[src/rtl/lapm_pkg.sv]
package lapm_pkg;
   typedef enum logic [1:0] {
      ACC_LOAD  = 2'd0,
      ACC_STORE = 2'd1,
      ACC_FETCH = 2'd2
   } acc_kind_e;

   localparam int unsigned DIR_STORE_BIT = 10;
   localparam int unsigned DIR_READ_BIT  = 11;
   localparam int unsigned GUARD_BIT     = 7;
endpackage

[src/rtl/lapm_window_hit.sv]
module lapm_window_hit #(
   parameter int unsigned ADDR_W  = 64,
   parameter int unsigned PAGE_W  = 12,
   parameter int unsigned WIN_W   = 9,
   parameter int unsigned NUM_WIN = 2
) (
   input  logic [ADDR_W-1:0] addr,
   output logic              hit
);
   localparam int unsigned PN_W = ADDR_W - PAGE_W;

   logic [NUM_WIN-1:0] win_hit;

   generate
      if (WIN_W > PAGE_W) begin : g_bad_win
         $error("window must fit inside one page");
      end
      for (genvar i = 0; i < NUM_WIN; i++) begin : g_win
         assign win_hit[i] = (addr[ADDR_W-1:PAGE_W] == PN_W'(i)) &&
                             (addr[PAGE_W-1:WIN_W] == '0);
      end
   endgenerate

   assign hit = |win_hit;
endmodule

[src/rtl/lapm_guard.sv]
module lapm_guard #(
   parameter int unsigned ADDR_W  = 64,
   parameter int unsigned PAGE_W  = 12,
   parameter int unsigned WIN_W   = 9,
   parameter int unsigned NUM_WIN = 2
) (
   input  logic [ADDR_W-1:0] addr,
   input  logic              is_store,
   input  logic              lap_en,
   input  logic              xlate_on,
   input  logic              priv_space,
   output logic              fault,
   output logic              inval
);
   logic [ADDR_W-1:0] page_addr;
   logic              exact_hit;
   logic              page_hit;
   logic              active;

   assign page_addr = {addr[ADDR_W-1:PAGE_W], {PAGE_W{1'b0}}};

   lapm_window_hit #(
      .ADDR_W(ADDR_W), .PAGE_W(PAGE_W), .WIN_W(WIN_W), .NUM_WIN(NUM_WIN)
   ) u_exact (
      .addr (addr),
      .hit  (exact_hit)
   );

   lapm_window_hit #(
      .ADDR_W(ADDR_W), .PAGE_W(PAGE_W), .WIN_W(WIN_W), .NUM_WIN(NUM_WIN)
   ) u_page (
      .addr (page_addr),
      .hit  (page_hit)
   );

   assign active = lap_en && (!xlate_on || !priv_space);
   assign inval  = active && page_hit;
   assign fault  = active && exact_hit && is_store;
endmodule

[src/rtl/lapm_prefix_swap.sv]
module lapm_prefix_swap #(
   parameter int unsigned ADDR_W = 64,
   parameter int unsigned PAGE_W = 12,
   parameter int unsigned SWAP_W = 13
) (
   input  logic [ADDR_W-1:0] real_addr,
   input  logic [ADDR_W-1:0] prefix,
   output logic [ADDR_W-1:0] abs_page
);
   localparam int unsigned UP_W = ADDR_W - SWAP_W;

   logic [UP_W-1:0]   ra_up;
   logic [UP_W-1:0]   pfx_up;
   logic [ADDR_W-1:0] swapped;

   generate
      if (SWAP_W < PAGE_W) begin : g_bad_swap
         $error("swap block smaller than a page");
      end
   endgenerate

   assign ra_up  = real_addr[ADDR_W-1:SWAP_W];
   assign pfx_up = prefix[ADDR_W-1:SWAP_W];

   always_comb begin
      if (ra_up == '0) begin
         swapped = {pfx_up, real_addr[SWAP_W-1:0]};
      end else if (ra_up == pfx_up) begin
         swapped = {{UP_W{1'b0}}, real_addr[SWAP_W-1:0]};
      end else begin
         swapped = real_addr;
      end
   end

   assign abs_page = {swapped[ADDR_W-1:PAGE_W], {PAGE_W{1'b0}}};
endmodule

[src/rtl/lap_prefix_map.sv]
module lap_prefix_map #(
   parameter int unsigned ADDR_W  = 64,
   parameter int unsigned PAGE_W  = 12,
   parameter int unsigned WIN_W   = 9,
   parameter int unsigned NUM_WIN = 2,
   parameter int unsigned SWAP_W  = 13
) (
   input  logic              clk,
   input  logic              rst_n,
   input  logic              req_valid,
   input  logic [ADDR_W-1:0] req_addr,
   input  logic [1:0]        req_kind,
   input  logic              lap_en,
   input  logic              xlate_on,
   input  logic              priv_space,
   input  logic [ADDR_W-1:0] prefix_base,
   output logic              rsp_valid,
   output logic [ADDR_W-1:0] abs_addr,
   output logic              prot_fault,
   output logic [ADDR_W-1:0] exc_code,
   output logic              wr_inval
);
   import lapm_pkg::*;

   generate
      if (PAGE_W <= DIR_READ_BIT) begin : g_bad_page
         $error("page offset must hold the direction bits");
      end
      if (ADDR_W <= SWAP_W) begin : g_bad_addr
         $error("address narrower than swap block");
      end
   endgenerate

   logic              is_store;
   logic              g_fault;
   logic              g_inval;
   logic [ADDR_W-1:0] m_abs;
   logic [ADDR_W-1:0] page_addr;
   logic [ADDR_W-1:0] code_n;

   assign is_store  = (acc_kind_e'(req_kind) == ACC_STORE);
   assign page_addr = {req_addr[ADDR_W-1:PAGE_W], {PAGE_W{1'b0}}};

   lapm_guard #(
      .ADDR_W(ADDR_W), .PAGE_W(PAGE_W), .WIN_W(WIN_W), .NUM_WIN(NUM_WIN)
   ) u_guard (
      .addr       (req_addr),
      .is_store   (is_store),
      .lap_en     (lap_en),
      .xlate_on   (xlate_on),
      .priv_space (priv_space),
      .fault      (g_fault),
      .inval      (g_inval)
   );

   lapm_prefix_swap #(
      .ADDR_W(ADDR_W), .PAGE_W(PAGE_W), .SWAP_W(SWAP_W)
   ) u_swap (
      .real_addr (page_addr),
      .prefix    (prefix_base),
      .abs_page  (m_abs)
   );

   always_comb begin
      code_n = page_addr;
      code_n[DIR_STORE_BIT] = is_store;
      code_n[DIR_READ_BIT]  = !is_store;
      code_n[GUARD_BIT]     = g_fault;
   end

   always_ff @(posedge clk or negedge rst_n) begin
      if (!rst_n) begin
         rsp_valid  <= 1'b0;
         abs_addr   <= '0;
         prot_fault <= 1'b0;
         exc_code   <= '0;
         wr_inval   <= 1'b0;
      end else begin
         rsp_valid <= req_valid;
         if (req_valid) begin
            abs_addr   <= m_abs;
            prot_fault <= g_fault;
            exc_code   <= code_n;
            wr_inval   <= g_inval;
         end
      end
   end
endmodule

[config.mk]
export PLATFORM = sky130hd
export DESIGN_NAME = lap_prefix_map
export DESIGN_NICKNAME = d
export VERILOG_FILES = /design/src/rtl/lapm_pkg.sv /design/src/rtl/lapm_window_hit.sv /design/src/rtl/lapm_guard.sv /design/src/rtl/lapm_prefix_swap.sv /design/src/rtl/lap_prefix_map.sv
export SDC_FILE = /design/constraint.sdc
export NUM_CORES = 1
export LEC_CHECK = 0
export BUFFER_PORTS_ARGS = -buffer_cell sky130_fd_sc_hd__buf_4
export CAP_MARGIN = 20
export CORE_UTILIZATION = 45
export DETAILED_ROUTE_END_ITERATION = 10
export PLACE_DENSITY_LB_ADDON = 0.25
export SETUP_SLACK_MARGIN = 0.05
export SYNTH_ARGS = -nofsm -noshare
export SYNTH_HDL_FRONTEND = slang
export SYNTH_SLANG_ARGS = --single-unit
[constraint.sdc]
create_clock -name clk -period 1.2 [get_ports clk]
set_clock_uncertainty 0.05 [all_clocks]
set_input_delay 0.18 -clock clk [delete_from_list [all_inputs] [get_ports clk]]
set_output_delay 0.18 -clock clk [all_outputs]
set_load 0.05 [all_outputs]
Yosys cells after proc, flatten, opt, wreduce, memory -nomap -nowiden
Index checks and enable logic that the tools add are counted.
{"block": "word_totals", "register_bits": 110, "in_bits": 136, "output_inout_bits": 131, "wordCells": 25}
{"block": "op_classes", "eq_ne": 3, "mux": 2, "reduce_logical": 15}
{"op": "2-to-1 mux 64 bit", "n": 2}
{"op": "== test 52 x 1 -> 1 bit, second input constant", "n": 1}
{"op": "zero test 52 bit", "n": 1}
{"op": "== test 51 bit", "n": 1}
{"op": "zero test 51 bit", "n": 1}
{"op": "logical AND 1 bit", "n": 6}
{"op": "OR reduction 2 bit", "n": 2}
{"op": "zero test 1 bit", "n": 3}
{"op": "zero test 3 bit", "n": 1}
{"op": "== test 2 x 1 -> 1 bit, second input constant", "n": 1}
{"op": "logical OR 1 bit", "n": 1}

Depth between registers and ports, before layout
{"block": "logic_depth", "ltp_word": 5, "ltp_mapped": 6, "mapped_depth_nobuf": 5}

Modules after synthesis
A second synthesis with hierarchy kept.
{"block": "hier_totals", "cells_unflattened": 472, "area_unflattened_um2": 6209.7}
{"mod": "lap_prefix_map", "n_inst": 1, "cells_per_inst": 268, "area_per_inst_um2": 4589.4, "seq_area_each_um2": 3027.9}
{"mod": "lapm_prefix_swap", "n_inst": 1, "cells_per_inst": 162, "area_per_inst_um2": 1345.0, "seq_area_each_um2": 0.0}
{"mod": "lapm_window_hit", "n_inst": 2, "cells_per_inst": 19, "area_per_inst_um2": 126.4, "seq_area_each_um2": 0.0}
{"mod": "lapm_guard", "n_inst": 1, "cells_per_inst": 4, "area_per_inst_um2": 22.5, "seq_area_each_um2": 0.0}

Least setup slack after synthesis
OpenSTA, ideal clock, no wires.
{"block": "synth_timing", "path_kind": "in2reg", "startpoint": "in req_addr[24]", "endpoint": "reg abs_addr[53]", "setup_ns": 0.128, "arrival_time_ns": 1.411, "required_time_ns": 1.022, "path_slack_ns": -0.389, "cell_stages": 6, "path_cell_list": "xor2_1 > nor4_1 > nand4_1 > nor4_4 > clkbuf_2 > o21ai_0"}
{"block": "synth_between", "elab_chain_cells": 3}
{"element": "from (decl)", "line": "lap_prefix_map.sv:11", "rtl": "input logic [ADDR_W-1:0] req_addr,"}
{"element": "== test 51 bit", "line": "lapm_prefix_swap.sv:28", "rtl": "end else if (ra_up == pfx_up) begin"}
{"element": "2-to-1 mux 64 bit", "line": "lapm_prefix_swap.sv:28"}
{"element": "2-to-1 mux 64 bit *", "line": "lapm_prefix_swap.sv:26", "rtl": "if (ra_up == '0) begin"}
{"element": "to (signal assigned)", "line": "lap_prefix_map.sv:81", "rtl": "abs_addr <= m_abs;"}
{"element": "to (decl)", "line": "lap_prefix_map.sv:18", "rtl": "output logic [ADDR_W-1:0] abs_addr,"}
Every way passes the cells marked *; elsewhere a longest branch is shown, timed or not.
A chain may end at the register's enable or synchronous reset.

Worst setup path after layout
{"block": "layout_timing", "startpoint": "in prefix_base[28]", "endpoint": "reg abs_addr[46]"}
{"block": "layout_between", "elab_chain_cells": 3}
{"element": "from (decl)", "line": "lap_prefix_map.sv:16", "rtl": "input logic [ADDR_W-1:0] prefix_base,"}
{"element": "== test 51 bit", "line": "lapm_prefix_swap.sv:28"}
{"element": "2-to-1 mux 64 bit", "line": "lapm_prefix_swap.sv:28"}
{"element": "2-to-1 mux 64 bit", "line": "lapm_prefix_swap.sv:26"}
Every way passes these cells.

==> flow_metrics.env <==
export IMPL_clock_sinks=108
export IMPL_maxCapViolations=0
export IMPL_hold_violations=0
export IMPL_rrSetupSlack_ns=0.15
export IMPL_netSwitchingFraction=0.358
export IMPL_crit_fanout=6
export IMPL_ant_nets=0
export IMPL_status="finished, violations left"
export IMPL_grt_max_degree=112
export IMPL_dr_pass1_iters=4
export IMPL_dieArea_um2=12200
export IMPL_core_um2=11400
export IMPL_setup_tns_ns=-29.72
export IMPL_die_y_um=110
export IMPL_seqPwrFrac=0.386
export IMPL_critPathRequiredTime_ns=1.38
export IMPL_path_class="in -> reg"
export IMPL_clkTransAtPathRegs_ns=0.07
export IMPL_syn_area_um2=5280
export IMPL_ys_seq_elements=108
export IMPL_setup_viol=53
export IMPL_powerDensity_nw_per_um2=1210
export IMPL_syn_area_per_cell_um2=9.33
export IMPL_fin_crit_ns=1.80
export IMPL_insertion_delay_ns=0.34
export IMPL_ir_drop_v=0.000839
export IMPL_vias=5271
export IMPL_nets=991
export IMPL_cts_max_level=3
export IMPL_root_buffer="clkbuf_16"
export IMPL_cts_max_path_buffers=2
export IMPL_arrival_ns=1.98
export IMPL_ys_types=24
export IMPL_p_leak_nw=4.34
export IMPL_grt_pass1_vias=5026
export IMPL_drt_iter0_markers=368
export IMPL_io_pins=267
export IMPL_antennaDiodeCount=0
export IMPL_fp_dieW_um=110
export IMPL_grt_pass1_wl_mm=26.6
export IMPL_wirelength_mm=18.7
export IMPL_timing_hold_ws_ns=0.00900
export IMPL_wl_per_cell_um=18.7
export IMPL_cts_made_buffers=9
export IMPL_pwr_share_clk=0.276
export IMPL_layout_setup_ws_ns=-0.598
export IMPL_tritoncts="done"
export IMPL_grt_ovfl_total=0
export IMPL_start_kind="input port"
export IMPL_area_growth_pct=70.3
export IMPL_grt_use_total=0.298
export IMPL_switchingPower_mw=3.90
export IMPL_start_util=0.463
export IMPL_pwr_share_comb=0.338
export IMPL_seq_area_frac_synth=0.512
export IMPL_post_dp_hpwl_mm=12.7
export IMPL_yosysWarnings=0
export IMPL_antenna_found_initial=0
export IMPL_final_util=0.788
export IMPL_globalplace_congestion=0.860
export IMPL_syn_inst=566
export IMPL_violations="setup timing"
export IMPL_min_path_type="in -> reg"
export IMPL_drv_slew=0
export IMPL_instances_no_fill=1003
export IMPL_drc_errors=0
export IMPL_finalCritPeriodShare=1.50
export IMPL_port_buffers=223
export IMPL_fmax_mhz=556
export IMPL_p_int_mw=7.00
export IMPL_vias_per_cell=5.26
export IMPL_placementRows=39
export IMPL_rsz0062_at_grt="true"
export IMPL_drive_above_1_share=0.465
export IMPL_critPathCaptureType="flip-flop"
export IMPL_dp_cells=953
## worst paths after layout
check | start | to | depth (start not counted)
max | prefix_base[28] | abs_addr[46]$_DFFE_PN0P_ | 9
max in group asynchronous | rst_n | abs_addr[53]$_DFFE_PN0P_ | 3
min in group asynchronous | rst_n | exc_code[49]$_DFFE_PN0P_ | 2
max reg2reg | abs_addr[42]$_DFFE_PN0P_ | abs_addr[42]$_DFFE_PN0P_ | 4
min reg2reg | exc_code[10]$_DFFE_PN0P_ | exc_code[10]$_DFFE_PN0P_ | 1
min | prefix_base[54] | abs_addr[54]$_DFFE_PN0P_ | 3
## registers in the layout (all words and copies together) (netlist names)
name,flops
wr_inval,1
exc_code,55
rsp_valid,1
abs_addr,51
## metal layers
metal  GRT usage  vias to the layer above  wire [um]
met2       0.482                      247       9250
met3      0.0482                       49       1220
met5           0                        -          0
met1       0.390                     2558       7580
li1            -                     2417          -
met4       0.144                        0        675
## cells in the mapped netlist
master	count	area [um^2]
dfrtp_1	108	2700
o21ai_0	86	430
a21oi_1	52	260
conb_1	1	3.75
nor4_4	2	42.5
o21ai_1	16	80.1
nor3_1	3	15.0
nor4_1	25	156
mux2_2	3	33.8
buf_2	3	15.0
buf_1	4	15.0
clkbuf_2	4	20.0
and3_1	1	6.26
buf_6	5	56.3
nand4_1	4	25.0
inv_1	51	191
nand3_1	3	15.0
a41o_1	1	10.0
buf_4	23	173
nor2_1	1	3.75
xor2_1	51	447
clkbuf_1	12	45.0
nand2_1	54	203
nor2b_1	53	332
## cell families (layout without fill, tap and decap cells)
family / count (synthesis) / count (layout) / share of synthesized area
AOI/OAI and AO/OA: 155 / 155 / 0.148
other: 1 / 21 / 0.000710
muxes: 3 / 3 / 0.00640
DFF: 108 / 108 / 0.512
xor gates and xnor gates: 51 / 51 / 0.0846
buffers and inverters: 102 / 376 / 0.0976
and+or+nand+nor: 146 / 146 / 0.151
## placed cells by master, fill, tap and decap left out, types with 6 or more instances in the layout
| cell | n |
|---|---|
| dfrtp_1 | 108 |
| nor2b_1 | 53 |
| a21oi_1 | 52 |
| buf_12 | 14 |
| o21ai_0 | 51 |
| clkbuf_16 | 12 |
| nor4_1 | 9 |
| nor4_4 | 12 |
| nor4_2 | 6 |
| inv_1 | 51 |
| conb_1 | 21 |
| o21ai_2 | 51 |
| buf_6 | 120 |
| buf_4 | 166 |
| nand2_1 | 54 |
| xor2_1 | 49 |
## power by group through the flow
stage	Sequential, mW	Combinational [mW]	Clock (mW)
2_1_floorplan	5.31	0.768	0
3_3_place_gp	4.20	3.16	0
3_5_place_dp	4.21	3.20	0
4_1_cts	4.19	3.46	3.06
5_1_grt	4.23	3.88	3.19
6_report	4.21	3.68	3.01
## area by class of cell
| cell class | count | area (um^2) |
|---|---|---|
| clock buffer | 9 | 225 |
| clock inverter | 7 | 75.1 |
| fill | 714 | 2430 |
| inverter | 51 | 191 |
| multi-input combinational | 376 | 2570 |
| sequential | 108 | 2700 |
| tap | 143 | 179 |
| timing repair buffer | 309 | 3050 |
## critical path, stage by stage
cell	delay [ns]
buf_8	0.11
xor2_4	0.19
nor4_4	0.34
buf_4	0.17
nand4_1	0.15
nor4_4	0.38
buf_6	0.23
clkbuf_16	0.17
o21ai_2	0.05
## per-stage QoR
stage	cell area (um^2)	worst slack (ns)	power, mW
2_1_floorplan	5480	-0.383	6.08
3_3_place_gp	7500	-1.03	7.36
3_5_place_dp	7500	-1.02	7.40
4_1_cts	8560	-0.499	10.7
5_1_grt	8990	-0.657	11.3
6_report	8990	-0.598	10.9
## timing repair
item                                   in CTS  in global routing
pin swaps                                  11                 22
endpoints found under the hold margin      18                  0
cloned                                      4                  3
setup buffers                               8                 20
setup endpoints to repair                 150                141
resized for setup                         160                 68
hold buffers                                1                  0
(Power assumes the default switching activity.)
